## config.mk

```make
export PLATFORM = sky130hd
export DESIGN_NAME = iec_subframe_packer
export DESIGN_NICKNAME = d
export VERILOG_FILES = /design/src/rtl/iec_pack_pkg.sv /design/src/rtl/iec_pos_counter.sv /design/src/rtl/iec_status_sel.sv /design/src/rtl/iec_word_fmt.sv /design/src/rtl/iec_subframe_packer.sv
export SDC_FILE = /design/constraint.sdc
export NUM_CORES = 1
export LEC_CHECK = 0
export BUFFER_PORTS_ARGS = -buffer_cell sky130_fd_sc_hd__buf_4
export CAP_MARGIN = 10
export CORE_AREA = 5 5 125 127
export DETAILED_ROUTE_END_ITERATION = 12
export DIE_AREA = 0 0 130 132
export SYNTH_ARGS = -nofsm -noshare
export SYNTH_HDL_FRONTEND = slang
export SYNTH_SLANG_ARGS = --single-unit
```

## constraint.sdc

```tcl
create_clock -name clk -period 8.5 [get_ports clk]
set_clock_uncertainty 0.1 [all_clocks]
set_input_delay 1.7 -clock clk [delete_from_list [all_inputs] [get_ports clk]]
set_output_delay 1.7 -clock clk [all_outputs]
set_load 0.05 [all_outputs]
```

## src/rtl/iec_pack_pkg.sv

```systemverilog
package iec_pack_pkg;
   // Bit positions consumed by the downstream transmitter
   localparam int AUDIO_W   = 24;
   localparam int CS_BIT    = 26;
   localparam int PAR_BIT   = 27;
   localparam int BS_BIT    = 28;
   localparam int CHNUM_LSB = 20;
   localparam int WORD_W    = 32;

   function automatic logic even_fill(input logic [PAR_BIT-1:0] v);
      return ^v;
   endfunction
endpackage

```

## src/rtl/iec_pos_counter.sv

```systemverilog
module iec_pos_counter #(
   parameter int CH_MAX = 8,
   parameter int FRAMES = 192,
   parameter int CHW    = 3,
   parameter int FRW    = 8,
   parameter int NW     = 4
) (
   input  logic           clk,
   input  logic           rst_n,
   input  logic           restart,
   input  logic           advance,
   input  logic [NW-1:0]  nch,
   output logic [CHW-1:0] cur_ch,
   output logic [FRW-1:0] cur_fr
);
   logic [CHW-1:0] ch_q;
   logic [FRW-1:0] fr_q;
   logic           last_ch;

   assign cur_ch  = restart ? '0 : ch_q;
   assign cur_fr  = restart ? '0 : fr_q;
   assign last_ch = (NW'(cur_ch) + NW'(1)) == nch;

   always_ff @(posedge clk or negedge rst_n) begin
      if (!rst_n) begin
         ch_q <= '0;
         fr_q <= '0;
      end else if (advance) begin
         if (last_ch) begin
            ch_q <= '0;
            fr_q <= (cur_fr == FRW'(FRAMES - 1)) ? '0 : cur_fr + FRW'(1);
         end else begin
            ch_q <= cur_ch + CHW'(1);
            fr_q <= cur_fr;
         end
      end else if (restart) begin
         ch_q <= '0;
         fr_q <= '0;
      end
   end

   // frame index never leaves the block
   a_r5_frame_range: assert property (@(posedge clk) disable iff (!rst_n)
      fr_q <= FRW'(FRAMES - 1));
   // channel index stays below the active channel count
   a_r5_chan_range: assert property (@(posedge clk) disable iff (!rst_n)
      !restart |-> (NW'(ch_q) < nch));
   // an idle restart leaves the position at the origin
   a_r8_restart_origin: assert property (@(posedge clk) disable iff (!rst_n)
      (restart && !advance) |=> (ch_q == '0 && fr_q == '0));
endmodule

```

## src/rtl/iec_status_sel.sv

```systemverilog
module iec_status_sel
   import iec_pack_pkg::*;
#(
   parameter int STAT_BITS = 32,
   parameter int CHW       = 3,
   parameter int FRW       = 8
) (
   input  logic [STAT_BITS-1:0] status_word,
   input  logic [CHW-1:0]       ch,
   input  logic [FRW-1:0]       fr,
   output logic                 cs_bit
);
   localparam int SIW = $clog2(STAT_BITS);
   logic [STAT_BITS-1:0] per_chan;

   always_comb begin
      per_chan = status_word;
      per_chan[CHNUM_LSB +: 4] = 4'(ch) + 4'd1;
      cs_bit = (fr < FRW'(STAT_BITS)) ? per_chan[fr[SIW-1:0]] : 1'b0;
   end
endmodule

```

## src/rtl/iec_word_fmt.sv

```systemverilog
module iec_word_fmt
   import iec_pack_pkg::*;
(
   input  logic              passthru,
   input  logic [WORD_W-1:0] din,
   input  logic              cs_bit,
   input  logic              blk_start,
   output logic [WORD_W-1:0] word
);
   logic [WORD_W-1:0] pcm_w;
   logic [WORD_W-1:0] pass_w;

   always_comb begin
      pcm_w = '0;
      pcm_w[AUDIO_W-1:0] = din[AUDIO_W-1:0];
      pcm_w[CS_BIT]      = cs_bit;
      pcm_w[BS_BIT]      = blk_start;
      pcm_w[PAR_BIT]     = even_fill(pcm_w[PAR_BIT-1:0]);

      pass_w         = din >> 4;
      pass_w[BS_BIT] = din[3];

      word = passthru ? pass_w : pcm_w;
   end
endmodule

```

## src/rtl/iec_subframe_packer.sv

```systemverilog
module iec_subframe_packer
   import iec_pack_pkg::*;
#(
   parameter int CH_MAX    = 8,
   parameter int FRAMES    = 192,
   parameter int STAT_BITS = 32,
   localparam int NW  = $clog2(CH_MAX + 1),
   localparam int CHW = $clog2(CH_MAX),
   localparam int FRW = $clog2(FRAMES)
) (
   input  logic                 clk,
   input  logic                 rst_n,
   input  logic [NW-1:0]        cfg_channels,
   input  logic                 cfg_passthru,
   input  logic [STAT_BITS-1:0] cfg_status,
   input  logic                 start,
   input  logic                 in_valid,
   output logic                 in_ready,
   input  logic [WORD_W-1:0]    in_data,
   output logic                 out_valid,
   input  logic                 out_ready,
   output logic [WORD_W-1:0]    out_data
);
   localparam int CFG_W = NW + 1 + STAT_BITS;

   if (CH_MAX < 2 || CH_MAX > 15) begin : g_bad_chmax
      $error("CH_MAX must lie in 2..15");
   end
   if (STAT_BITS < CHNUM_LSB + 4 || STAT_BITS > FRAMES) begin : g_bad_stat
      $error("STAT_BITS must cover the channel nibble and fit in one block");
   end

   logic [CFG_W-1:0] cfg_now, cfg_q;
   logic             restart, accept, out_pass_q, cs_bit, blk_start;
   logic [NW-1:0]    nch;
   logic [CHW-1:0]   cur_ch;
   logic [FRW-1:0]   cur_fr;
   logic [WORD_W-1:0] word;

   assign cfg_now = {cfg_channels, cfg_passthru, cfg_status};

   always_ff @(posedge clk or negedge rst_n) begin
      if (!rst_n) cfg_q <= '0;
      else        cfg_q <= cfg_now;
   end

   assign restart = start | (cfg_now != cfg_q);
   assign nch = (cfg_channels < NW'(2))      ? NW'(2)      :
                (cfg_channels > NW'(CH_MAX)) ? NW'(CH_MAX) : cfg_channels;

   assign in_ready = !out_valid || out_ready;
   assign accept   = in_valid && in_ready;

   iec_pos_counter #(.CH_MAX(CH_MAX), .FRAMES(FRAMES), .CHW(CHW), .FRW(FRW), .NW(NW)) u_pos (
      .clk(clk), .rst_n(rst_n), .restart(restart), .advance(accept),
      .nch(nch), .cur_ch(cur_ch), .cur_fr(cur_fr));

   iec_status_sel #(.STAT_BITS(STAT_BITS), .CHW(CHW), .FRW(FRW)) u_cs (
      .status_word(cfg_status), .ch(cur_ch), .fr(cur_fr), .cs_bit(cs_bit));

   assign blk_start = (cur_ch == '0) && (cur_fr == '0);

   iec_word_fmt u_fmt (
      .passthru(cfg_passthru), .din(in_data), .cs_bit(cs_bit),
      .blk_start(blk_start), .word(word));

   always_ff @(posedge clk or negedge rst_n) begin
      if (!rst_n) begin
         out_valid  <= 1'b0;
         out_data   <= '0;
         out_pass_q <= 1'b0;
      end else if (accept) begin
         out_valid  <= 1'b1;
         out_data   <= word;
         out_pass_q <= cfg_passthru;
      end else if (out_ready) begin
         out_valid  <= 1'b0;
      end
   end

   // a stalled word is held unchanged
   a_r9_hold: assert property (@(posedge clk) disable iff (!rst_n)
      (out_valid && !out_ready) |=> (out_valid && $stable(out_data)));
   // no sample is taken while the output is stalled
   a_r9_no_take: assert property (@(posedge clk) disable iff (!rst_n)
      (out_valid && !out_ready) |-> !in_ready);
   // packed words carry even parity over bits 27..0
   a_r3_even: assert property (@(posedge clk) disable iff (!rst_n)
      (out_valid && !out_pass_q) |-> (^out_data[PAR_BIT:0] == 1'b0));
   // unused fields of packed words stay clear
   a_r1_clear: assert property (@(posedge clk) disable iff (!rst_n)
      (out_valid && !out_pass_q) |-> (out_data[31:29] == 3'b0 && out_data[25:24] == 2'b0));
endmodule

```

After elaboration in Yosys (flattened, before gate mapping). Index checks and enable logic that the tools add are counted.

Word-level logic and storage cells: 39. Register bits after elaboration: 81.

Reduce and logical (&&, ||, !) cells: 8. Equal/unequal tests: 3. Order comparisons: 4. $add $sub $neg: 3. Muxes and demuxes: 15. Bitwise operators: 1.

Operator list (number): 37-bit != test (1); 8-bit 2-to-1 mux (4); 29-bit 2-to-1 mux (1); 27-bit XOR reduction (1); 3-bit 2-to-1 mux (3); 8-bit by 1-bit adder with 8-bit output, second input constant (1); 8-bit == test, second input constant (1); 8-bit logical NOT (1); 8-bit by 6-bit < comparator with 1-bit output, second input constant (1); 4-bit 2-to-1 mux (2); 5-bit by 6-bit < comparator with 1-bit output, second input constant (1); 1-bit binary-select mux with 5-bit select (1); 3-bit by 1-bit adder with 4-bit output, second input constant (1); 4-bit == test (1); 4-bit greater-than comparator, second input constant (1); 4-bit by 2-bit < comparator with 1-bit output, second input constant (1); 1-bit 2-to-1 mux (4); 3-bit by 1-bit adder with 3-bit output, second input constant (1); 3-bit logical NOT (1); 1-bit logical AND (2); 2-bit nonzero test (1); 1-bit logical NOT (1); 1-bit logical OR (1); 1-bit OR (1).

Depth between registers and ports, before layout. Gate-level depths: netlist (run 1).

Depth after elaboration: 9. Mapped depth: 19.

Hierarchy. A second synthesis (run 1) with hierarchy kept.

Cell total of the unflattened synthesis: 339. Area, all modules: 4408.0 um2.

Modules (own cells, without submodules): iec_subframe_packer (cells each 171, instances 1, seq. area each 1751.7 um2, area each 2747.6 um2); iec_pos_counter (cells each 75, instances 1, seq. area each 275.3 um2, area each 730.7 um2); iec_word_fmt (cells each 59, instances 1, seq. area each 0.0 um2, area each 579.3 um2); iec_status_sel (cells each 34, instances 1, seq. area each 0.0 um2, area each 350.3 um2).

Worst setup path before layout (run 1). Ideal clock, no wire load.

Kind: input -> register. From: input port cfg_passthru. To: register u_pos.fr_q[5]. Required time: 8.281 ns. Buffers on the path: 3. Stages on the path: 16. Setup time: 0.119 ns. Arrival: 4.906 ns. Setup slack: 3.375 ns. Cell sequence: buf_6 -> xor2_1 -> a2111oi_4 -> nand4_2 -> nor4_4 -> clkbuf_1 -> nand2_1 -> ha_1 -> xnor2_1 -> and3_1 -> o21ai_0 -> o31ai_1 -> a32o_1 -> buf_6 -> and2_0 -> o21a_1.

Word-level cells in the longest chain between the ends: 7. Elaborated cells on any way between the ends: 11. Classes of those cells: 2 x add/sub; 3 x eq/ne; 5 x mux; 1 x bitwise.

Ends and longest elaborated chain: start: declaration (line iec_subframe_packer.sv:14) `input logic cfg_passthru,`; 37-bit != test (*) (line iec_subframe_packer.sv:47) `assign restart = start | (cfg_now != cfg_q);`; 1-bit OR (*) (line iec_subframe_packer.sv:47); 8-bit 2-to-1 mux or 3-bit 2-to-1 mux (tied branches); 8-bit by 1-bit adder with 8-bit output, or another cell as far along (line iec_pos_counter.sv:31) `fr_q <= (cur_fr == FRW'(FRAMES - 1)) ? '0 : cur_fr + FRW'(1);`; 8-bit 2-to-1 mux or 4-bit == test (tied branches) (line iec_pos_counter.sv:31, iec_pos_counter.sv:22); 8-bit 2-to-1 mux (line iec_pos_counter.sv:29) `if (last_ch) begin`; 8-bit 2-to-1 mux (*) (line iec_pos_counter.sv:28) `end else if (advance) begin`; end signal: assignment (line iec_pos_counter.sv:31); end signal: assignment (line iec_pos_counter.sv:34) `fr_q <= cur_fr;`; end: declaration (line iec_pos_counter.sv:17) `logic [FRW-1:0] fr_q;`.

Mark *: on every way between the ends. The rest lies on a longest branch, timed or not. A chain may end at the register's enable or synchronous reset.

Final worst setup path (run 1).
From: input port cfg_passthru. To: register u_pos.fr_q[7].

The elaborated chain is that of the path after synthesis.

==> results of run 1 <==
==> power by group <==
part	internal, W	switching (W)	leakage (nW)	total, W
registers	0.000402	0.0000177	0.951	0.000420
clock network	0.000231	0.000162	0.147	0.000393
logic	0.0000955	0.000163	1.38	0.000259
==> flip-flops by register name (all words and copies together) (netlist names) <==
register,cells
out_valid,1
cfg_q,37
u_pos.fr_q,8
out_data,29
u_pos.ch_q,3
==> metrics by stage <==
step                hold slack [ps]  utilization (%)  area, sq um  power, W
detailed placement              365             35.9         5140  0.000688
floorplan                       478                -         4230  0.000585
global route                    400             38.1         5450   0.00113
finish                          378             38.1         5450   0.00107
global placement                356             35.9         5140  0.000684
CTS                             381             38.1         5450   0.00109
==> worst max-delay path by stage <==
| stage | startpoint | to | slack (ps) |
|---|---|---|---|
| final | cfg_passthru | u_pos.fr_q[7] | 3070 |
| after global routing | cfg_passthru | u_pos.fr_q[7] | 2730 |
| after CTS | cfg_passthru | u_pos.fr_q[7] | 3050 |
| after detailed placement | cfg_passthru | u_pos.fr_q[7] | 2690 |
| after global placement | cfg_passthru | u_pos.fr_q[7] | 2870 |
| after floorplan | cfg_passthru | u_pos.fr_q[5] | 3370 |
==> synthesized netlist by cell type, types with 3 or more instances <==
| library cell | count |
|---|---|
| a21o_1 | 3 |
| a21oi_1 | 7 |
| and2_1 | 4 |
| and3_1 | 5 |
| buf_4 | 3 |
| clkbuf_1 | 17 |
| dfrtp_1 | 78 |
| ha_1 | 4 |
| inv_1 | 14 |
| mux2i_1 | 27 |
| mux4_2 | 5 |
| nand2_1 | 50 |
| nand2b_1 | 17 |
| nand3_1 | 14 |
| nor2_1 | 9 |
| nor2b_1 | 3 |
| nor3_1 | 7 |
| nor3b_1 | 3 |
| nor4_1 | 7 |
| o2111a_1 | 4 |
| o21a_1 | 3 |
| o21ai_0 | 30 |
| xnor2_1 | 24 |
| xor2_1 | 29 |
==> cell usage in the layout (no fill, tap or decap), types with 9 or more instances in the layout <==
cell / instances
xnor2_1: 24
mux2i_1: 27
inv_1: 14
buf_4: 106
xor2_1: 29
nand2_1: 49
dfrtp_1: 78
nand3_1: 14
o21ai_0: 30
nor2_1: 9
clkbuf_16: 9
nand2b_1: 17
==> layer usage <==
| layer | part of all wire, % | up-vias | GRT usage [%] |
|---|---|---|---|
| met5 | 0 | - | 0 |
| met1 | 43 | 1547 | 17.2 |
| met4 | 1.6 | 0 | 3.98 |
| met2 | 45 | 127 | 20.6 |
| met3 | 10 | 13 | 6.00 |
| li1 | - | 1619 | - |
==> area by class of cell <==
class | instances | area [sq um] | area share, %
inverters | 14 | 52.6 | 0.965
repair buffers | 106 | 796 | 14.6
flip-flops and latches | 78 | 1950 | 35.8
multi-input cells | 297 | 2110 | 38.7
clock inverters | 7 | 81.3 | 1.49
clock buffers | 9 | 225 | 4.14
well taps | 184 | 230 | 4.23
==> tightest hold or removal path, stage by stage (launching register included) <==
cell,delay (ps)
dfrtp_1,340
nand2_1,50
nand2_1,50
==> cells by family after synthesis <==
family / after synthesis / share of synthesized area, %
buffers and inverters: 38 / 4.03
AND/OR/NAND/NOR: 129 / 15.8
adder cells (fa/ha/maj): 4 / 1.19
multiplexers: 34 / 9.60
other: 1 / 0.0888
flip-flops: 78 / 46.2
AO/OA/AOI/OAI: 74 / 12.1
XOR/XNOR: 53 / 11.0
==> results.sh, run 1 <==
export IMPL_status="complete, no violations"
export IMPL_synth_flop_cell="dfrtp_1"
export IMPL_ioPinCount=108
export IMPL_setup_tns_ps=0
export IMPL_synth_cells=411
export IMPL_power_density_nw_per_um2=197
export IMPL_die_h_um=132
export IMPL_cts_tree="yes"
export IMPL_ctsResizeCount=0
export IMPL_dp_slack_ps=2690
export IMPL_worst_endpoint_arrival_ps=5560
export IMPL_rsz0062_at_grt="false"
export IMPL_synth_seq_cells=78
export IMPL_regToRegStartpoint="cfg_q[31]"
export IMPL_synthTopCellsByArea="dfrtp_1 (46%), mux2i_1 (6.4%), xor2_1 (6.0%)"
export IMPL_critPathRequiredTime_ps=8630
export IMPL_wl_per_cell_um=15.9
export IMPL_reg2reg_to="u_pos.fr_q[7]"
export IMPL_rr_worst_depth=14
export IMPL_grt_pass1_wl_um=18200
export IMPL_worstPathCellList="buf_4 -> xor2_1 -> a2111oi_4 -> nand4_2 -> nor4_4 -> buf_4 -> nand2_1 -> ha_1 -> xnor2_1 -> and3_1 -> o21ai_0 -> o31ai_1 -> a32o_1 -> a21boi_0 -> o31a_1"
export IMPL_synth_edf_count=0
export IMPL_drive_gt1_share_pct=26.6
export IMPL_ant_nets=0
export IMPL_worstSkewPairLatency_ps=340
export IMPL_drt_total_wl_um=11000
export IMPL_grt_usage_pct=13.5
export IMPL_cts_max_level=3
export IMPL_grt_pass1_vias=3539
export IMPL_synth_warning_count=0
export IMPL_worst_setup_path_start_kind="input pin"
export IMPL_setup_viol=0
export IMPL_gp_congestion=0.798
export IMPL_cp_slowest_stage_delay_ps=520
export IMPL_leakage_nw=2.48
export IMPL_yosysTopAreaCellShare_pct=46.2
export IMPL_synth_seq_area_share_pct=46.2
export IMPL_crit_path_end_kind="flip-flop"
export IMPL_cpMaxStageDelayCell="a32o_1"
export IMPL_port_buffers=104
export IMPL_dp_cells=679
export IMPL_netlist_area_sq_um=4220
export IMPL_yosysUniqueCellTypes=58
export IMPL_critPathBufInv=2
export IMPL_path_common_cell="buf_4"
export IMPL_drc=0
export IMPL_gr_total_overflow=0
export IMPL_drtIter0Drc=181
export IMPL_drtPass1Iterations=4
export IMPL_period_minus_slack_ps=5430
export IMPL_core_sq_um=14300
export IMPL_reg2reg_slack_ps=4250
export IMPL_postSynthAreaPerCell_sq_um=10.3
export IMPL_synthArstFlopShare_pct=100
export IMPL_post_dp_hpwl_um=8290
export IMPL_layout_setup_ws_ps=3070
export IMPL_slew_viol_final=0
export IMPL_syn_to_final_growth_pct=29.0
export IMPL_tightest_slew_ps=1000
export IMPL_min_path_type="reg2reg"
export IMPL_vias=3306
export IMPL_cts_buffers=9
export IMPL_initial_core_util_pct=29.5
export IMPL_diodes=0
export IMPL_die_area_sq_um=17200
export IMPL_antenna_found_initial=0
export IMPL_period_share_pct=63.9
export IMPL_cp_max_fo=35
export IMPL_vdd_drop_max_mv=0.0988
export IMPL_clock_sinks=78
export IMPL_path_delay_family="compound AO/OA/AOI/OAI gates"
export IMPL_cts_clk_slew_worst_paths_ps=60
export IMPL_post_cts_buffers=0
export IMPL_grt_max_degree=79
export IMPL_layoutNonFillerInstCount=695
export IMPL_path_class="in2reg"
export IMPL_clock_path_buffers=2
export IMPL_whs_path_depth=2
export IMPL_slew_headroom_pct=33.2
export IMPL_root_buffer="clkbuf_16"
export IMPL_finalNetCount=584
export IMPL_hold_violations=0
export IMPL_die_w_um=130
export IMPL_num_rows=44
export IMPL_clock_fmax_ghz=0.184
export IMPL_viasPerCell=4.76
export IMPL_max_cap_viol_count=0
export IMPL_n_fill_cell=1444
export IMPL_path_depth=15
export IMPL_hold_start="out_data[25]"
export IMPL_hold_buffers=0
export IMPL_synth_largest_area_cell="dfrtp_1"
export IMPL_holdPathEnd="out_data[25]"
(Power assumes the default switching activity.)
==> run 2: changes to the inputs <==
--- a/config.mk
+++ b/config.mk
@@ -5,11 +5,12 @@
 export SDC_FILE = /design/constraint.sdc
 export NUM_CORES = 1
 export LEC_CHECK = 0
+export ABC_AREA = 1
 export BUFFER_PORTS_ARGS = -buffer_cell sky130_fd_sc_hd__buf_4
 export CAP_MARGIN = 10
-export CORE_AREA = 5 5 125 127
+export CORE_AREA = 5 5 129 131
 export DETAILED_ROUTE_END_ITERATION = 12
-export DIE_AREA = 0 0 130 132
+export DIE_AREA = 0 0 134 136
 export SYNTH_ARGS = -nofsm -noshare
 export SYNTH_HDL_FRONTEND = slang
 export SYNTH_SLANG_ARGS = --single-unit
==> constraint.sdc (replaced) <==
create_clock -name clk -period 5.5 [get_ports clk]
set_clock_uncertainty 0.1 [all_clocks]
set_input_delay 1.1 -clock clk [delete_from_list [all_inputs] [get_ports clk]]
set_output_delay 1.1 -clock clk [all_outputs]
set_load 0.05 [all_outputs]
==> run 2 against run 1 <==
Synthesized area up 6.8%. Sequential share of layout area down 1.8 points. Via count rose by 20%.
==> results.sh, run 2 <==
export IMPL_synth_flop_cell="dfrtp_1"
export IMPL_worst_setup_path_start_kind="input pin"
export IMPL_synth_warning_count=0
export IMPL_grt_pass1_wl_um=20200
export IMPL_worst_endpoint_arrival_ps=4090
export IMPL_hold_buffers=0
export IMPL_hold_start="out_data[26]"
export IMPL_core_sq_um=15500
export IMPL_grt_pass1_vias=3999
export IMPL_rr_worst_depth=17
export IMPL_setup_tns_ps=0
export IMPL_yosysTopAreaCellShare_pct=43.3
export IMPL_drive_gt1_share_pct=22.3
export IMPL_power_frac_seq_pct=37.5
export IMPL_whs_path_depth=2
export IMPL_gr_total_overflow=0
export IMPL_finalNetCount=769
export IMPL_max_cap_viol_count=0
export IMPL_drtIter0Drc=194
export IMPL_port_buffers=104
export IMPL_tightest_slew_ps=1010
export IMPL_synthTopCellsByArea="dfrtp_1 (43%), nand2_1 (15%), inv_1 (6.1%)"
export IMPL_post_cts_buffers=0
export IMPL_die_area_sq_um=18200
export IMPL_cts_tree="yes"
export IMPL_initial_core_util_pct=29.1
export IMPL_path_class="in2reg"
export IMPL_syn_to_final_growth_pct=27.2
export IMPL_synthTopCellsByCount="nand2_1 (180), dfrtp_1 (78), inv_1 (73)"
export IMPL_slew_headroom_pct=32.7
export IMPL_p_switching_w=0.000553
export IMPL_synthArstFlopShare_pct=100
export IMPL_largest_reg_flops=37
export IMPL_vias=3978
export IMPL_clock_path_buffers=2
export IMPL_critPathRequiredTime_ps=5630
export IMPL_period_minus_slack_ps=3970
export IMPL_switching_share_pct=31.8
export IMPL_root_buffer="clkbuf_16"
export IMPL_synth_seq_cells=78
export IMPL_final_common_cell="nand2_1"
export IMPL_holdPathEnd="out_data[26]"
export IMPL_min_path_type="reg2reg"
export IMPL_rsz0062_at_grt="false"
export IMPL_synth_edf_count=0
export IMPL_mostFrequentLayoutCells="nand2_1 (180), buf_4 (104), dfrtp_1 (78)"
export IMPL_ctsResizeCount=0
export IMPL_worstSkewPairLatency_ps=340
export IMPL_regMostFlops="cfg_q"
export IMPL_crit_path_end_kind="flip-flop"
export IMPL_clock_sinks=78
export IMPL_drtPass1Iterations=4
export IMPL_crit_start="cfg_passthru"
export IMPL_netlist_area_sq_um=4510
export IMPL_synth_cells=593
export IMPL_hold_violations=0
export IMPL_regToRegStartpoint="cfg_q[32]"
export IMPL_slew_viol_final=0
export IMPL_p_int_w=0.00119
export IMPL_antenna_found_initial=0
export IMPL_post_dp_hpwl_um=9080
export IMPL_reg2reg_to="u_pos.fr_q[6]"
export IMPL_ant_nets=0
export IMPL_clock_fmax_ghz=0.252
export IMPL_cp_max_fo=31
export IMPL_cts_max_level=3
export IMPL_ioPinCount=108
export IMPL_combPwrFrac_pct=25.1
export IMPL_power_density_nw_per_um2=303
export IMPL_reg2reg_slack_ps=2210
export IMPL_leakage_nw=2.89
export IMPL_yosysMostFrequentCell="nand2_1"
export IMPL_wl_per_cell_um=13.6
export IMPL_setup_viol=0
export IMPL_top_regs="cfg_q x37, out_data x29, u_pos.fr_q x8"
export IMPL_grt_usage_pct=13.9
export IMPL_grt_max_degree=79
export IMPL_postSynthAreaPerCell_sq_um=7.61
export IMPL_synth_seq_area_share_pct=43.3
export IMPL_num_rows=46
export IMPL_drc=0
export IMPL_clkPwrFrac_pct=37.4
export IMPL_cts_clk_slew_worst_paths_ps=50
export IMPL_final_area_sq_um=5740
export IMPL_vdd_drop_max_mv=0.194
export IMPL_diodes=0
export IMPL_synth_largest_area_cell="dfrtp_1"
export IMPL_yosysUniqueCellTypes=38
export IMPL_viasPerCell=4.48
export IMPL_die_w_um=134
export IMPL_place_area_sq_um=5420
export IMPL_die_h_um=136
export IMPL_status="complete, no violations"
export IMPL_gp_congestion=0.836
export IMPL_cts_buffers=9
export IMPL_period_share_pct=72.1
export IMPL_drt_total_wl_um=12000
run 2: kinds of logic (layout without fill, tap and decap cells):
logic type,count (synthesis),count (layout),synth area share [%]
simple gates,318,318,32.0
buf+inv,103,204,9.63
flops,78,78,43.3
compound gates,54,54,6.96
xor+xnor,35,35,6.96
fa+ha+maj,4,4,1.11
other cells,1,3,0.0831
run 2: area by class of cell:
cell class	count	area (sq um)
clock buffers	13	250
clock inverters	3	67.6
fillers	1621	9740
inverters	84	317
multi-input cells	414	2130
flip-flops and latches	78	1950
well taps	192	240
repair buffers	104	781
run 2: layer usage:
layer / wire [um] / part of all wire [%] / global-route usage (%)
met5: 0 / 0 / 0
met4: 136 / 1.1 / 3.60
met3: 1060 / 8.8 / 5.63
met2: 5300 / 44 / 21.7
met1: 5550 / 46 / 18.0
run 2: worst max-delay path by stage:
stage          slack, ps            end  depth (start not counted)
2_1_floorplan       2070  u_pos.fr_q[6]                         20
3_3_place_gp        1300  u_pos.fr_q[6]                         18
3_5_place_dp        1170  u_pos.fr_q[6]                         18
4_1_cts             1510  u_pos.fr_q[6]                         18
5_1_grt             1240  u_pos.fr_q[6]                         18
6_report            1530  u_pos.fr_q[6]                         18
run 2: worst max-delay path, cell delays in order:
cell and delay (ps):
buf_4 300, xnor2_1 190, nand2_1 80, nor2_1 110
nand2_1 90, nor2_4 370, nand2_2 230, nor2_4 190
inv_1 60, ha_1 320, xor2_1 190, nand3_2 120
nor2_4 130, nand3_4 140, nor3_4 240, nand3_1 100
nand2_1 70, nand2_1 40
run 2: stage by stage:
stage,cells,worst slack (ps),hold WS [ps],utilization [%],total power [W]
after CTS,888,1510,396,37.1,0.00176
after global routing,888,1240,412,37.1,0.00183
final,888,1530,393,37.1,0.00174
after detailed placement,872,1170,373,35.0,0.00110
after global placement,872,1300,377,35.0,0.00110
after floorplan,595,2070,414,-,0.000937
run 2: power by group through the flow:
stage	Sequential (W)	Clock [W]	Combinational [W]
floorplan	0.000779	0	0.000158
global placement	0.000660	0	0.000440
detailed placement	0.000660	0	0.000444
CTS	0.000652	0.000663	0.000443
global route	0.000659	0.000689	0.000478
finish	0.000652	0.000651	0.000437
==> run 3: changes to the inputs <==
==> constraint.sdc (replaced) <==
create_clock -name clk -period 3.3 [get_ports clk]
set_clock_uncertainty 0.1 [all_clocks]
set_input_delay 0.66 -clock clk [delete_from_list [all_inputs] [get_ports clk]]
set_output_delay 0.66 -clock clk [all_outputs]
set_load 0.05 [all_outputs]
==> run 3 against run 2 <==
Combinational power up 67%. First-iteration DRC count shrank 25%. Hold slack worse by 56 ps. Critical endpoint unchanged.
==> results.sh, run 3 (synthesis gave the netlist of run 2 again) <==
export IMPL_power_density_nw_per_um2=499
export IMPL_hold_buffers=0
export IMPL_max_cap_viol_count=0
export IMPL_clock_path_buffers=2
export IMPL_cts_buffers=9
export IMPL_setup_viol=0
export IMPL_tightest_slew_ps=1030
export IMPL_vias=4015
export IMPL_finish_utilization_pct=37.7
export IMPL_ant_nets=0
export IMPL_crit_start="cfg_status[3]"
export IMPL_rsz0062_at_grt="false"
export IMPL_syn_to_final_growth_pct=29.5
export IMPL_num_rows=46
export IMPL_final_area_sq_um=5840
export IMPL_ctsResizeCount=0
export IMPL_die_area_sq_um=18200
export IMPL_regMostFlops="cfg_q"
export IMPL_post_cts_buffers=0
export IMPL_grt_pass1_wl_um=20100
export IMPL_slew_headroom_pct=31.7
export IMPL_mostFrequentLayoutCells="nand2_1 (180), buf_4 (117), dfrtp_1 (78)"
export IMPL_diodes=0
export IMPL_worst_endpoint_arrival_ps=3070
export IMPL_hold_start="cfg_status[5]"
export IMPL_largest_reg_flops=37
export IMPL_period_share_pct=89.0
export IMPL_ioPinCount=108
export IMPL_port_buffers=104
export IMPL_die_h_um=136
export IMPL_cts_max_level=3
export IMPL_drt_total_wl_um=12100
export IMPL_gr_total_overflow=0
export IMPL_slew_viol_final=0
export IMPL_drive_gt1_share_pct=24.1
export IMPL_cts_tree="yes"
export IMPL_antenna_found_initial=0
export IMPL_crit_path_end_kind="flip-flop"
export IMPL_place_area_sq_um=5520
export IMPL_worstSkewPairLatency_ps=340
export IMPL_gp_congestion=0.826
export IMPL_drc=0
export IMPL_cts_clk_slew_worst_paths_ps=60
export IMPL_vdd_drop_max_mv=0.302
export IMPL_critPathRequiredTime_ps=3430
export IMPL_top_regs="cfg_q x37, out_data x29, u_pos.fr_q x8"
export IMPL_regToRegStartpoint="cfg_q[15]"
export IMPL_path_class="in2reg"
export IMPL_clock_sinks=78
export IMPL_root_buffer="clkbuf_16"
export IMPL_final_common_cell="nand2_1"
export IMPL_worst_setup_path_start_kind="input pin"
export IMPL_leakage_nw=2.96
export IMPL_post_dp_hpwl_um=9180
export IMPL_clock_fmax_ghz=0.341
export IMPL_setup_tns_ps=0
export IMPL_grt_pass1_vias=4010
export IMPL_grt_max_degree=79
export IMPL_finalNetCount=782
export IMPL_initial_core_util_pct=29.1
export IMPL_period_minus_slack_ps=2940
export IMPL_viasPerCell=4.46
export IMPL_hold_violations=0
export IMPL_core_sq_um=15500
export IMPL_min_path_type="in2reg"
export IMPL_cp_max_fo=5
export IMPL_grt_usage_pct=13.9
export IMPL_status="complete, no violations"
export IMPL_drtIter0Drc=146
export IMPL_drtPass1Iterations=6
export IMPL_wl_per_cell_um=13.4
export IMPL_die_w_um=134
-- run 3: changes by cell type in the layout (fill, tap and decap cells not counted), sizes merged --
cell | before | now
buf | 104 | 117
clkinvlp | 1 | 2
inv | 81 | 82
clkinv | 3 | 5
clkbuf | 13 | 9
-- run 3: stage by stage --
stage          worst slack [ps]  std cells  power (W)  hold WS, ps
6_report                    364        901    0.00291          336
5_1_grt                    61.7        901    0.00306          319
4_1_cts                     374        901    0.00295          324
3_5_place_dp               19.2        885    0.00184          369
3_3_place_gp               47.2        885    0.00184          374
2_1_floorplan               308        595    0.00156          264
-- run 3: worst max-delay path, stage by stage --
cell	delay, ps
buf_4	110
inv_1	100
o22ai_1	80
nor2_1	150
nand3_1	190
nor2_8	160
nand2_2	80
nor2_1	140
inv_1	70
ha_1	300
xor2_1	200
nand3_2	120
nor2_4	120
nand3_4	140
nor3_4	220
nand3_1	100
nand2_1	70
nand2_1	40
-- run 3: per-layer routing --
metal  GRT usage, %  wire (um)  part of all wire, %
met4           3.43        128                  1.1
met5              0          0                    0
met3           5.29       1010                  8.4
met2           22.4       5380                   44
met1           17.5       5580                   46
-- run 3: cell type report --
type	instances	area [sq um]
Clock inverter	7	97.6
Sequential cell	78	1950
Multi-Input combinational cell	414	2130
Fill cell	1598	9640
Tap cell	192	240
Timing Repair Buffer	117	878
Clock buffer	9	225
Inverter	84	317
-- run 3: final timing paths --
path / to / slack (ps) / cells past startpoint
max: u_pos.fr_q[6] / 360 / 18
min: cfg_q[5] / 340 / 1
max reg2reg: u_pos.fr_q[6] / 440 / 17
min reg2reg: out_data[27] / 390 / 2
max in group asynchronous: out_data[15] / 2040 / 1
min in group asynchronous: cfg_q[21] / 400 / 1
-- run 3: report_power, final --
group / leakage [nW] / total, W / switching, W / internal, W
registers: 0.925 / 0.00109 / 0.0000473 / 0.00104
logic: 1.88 / 0.000731 / 0.000473 / 0.000258
clock network: 0.152 / 0.00110 / 0.000431 / 0.000666
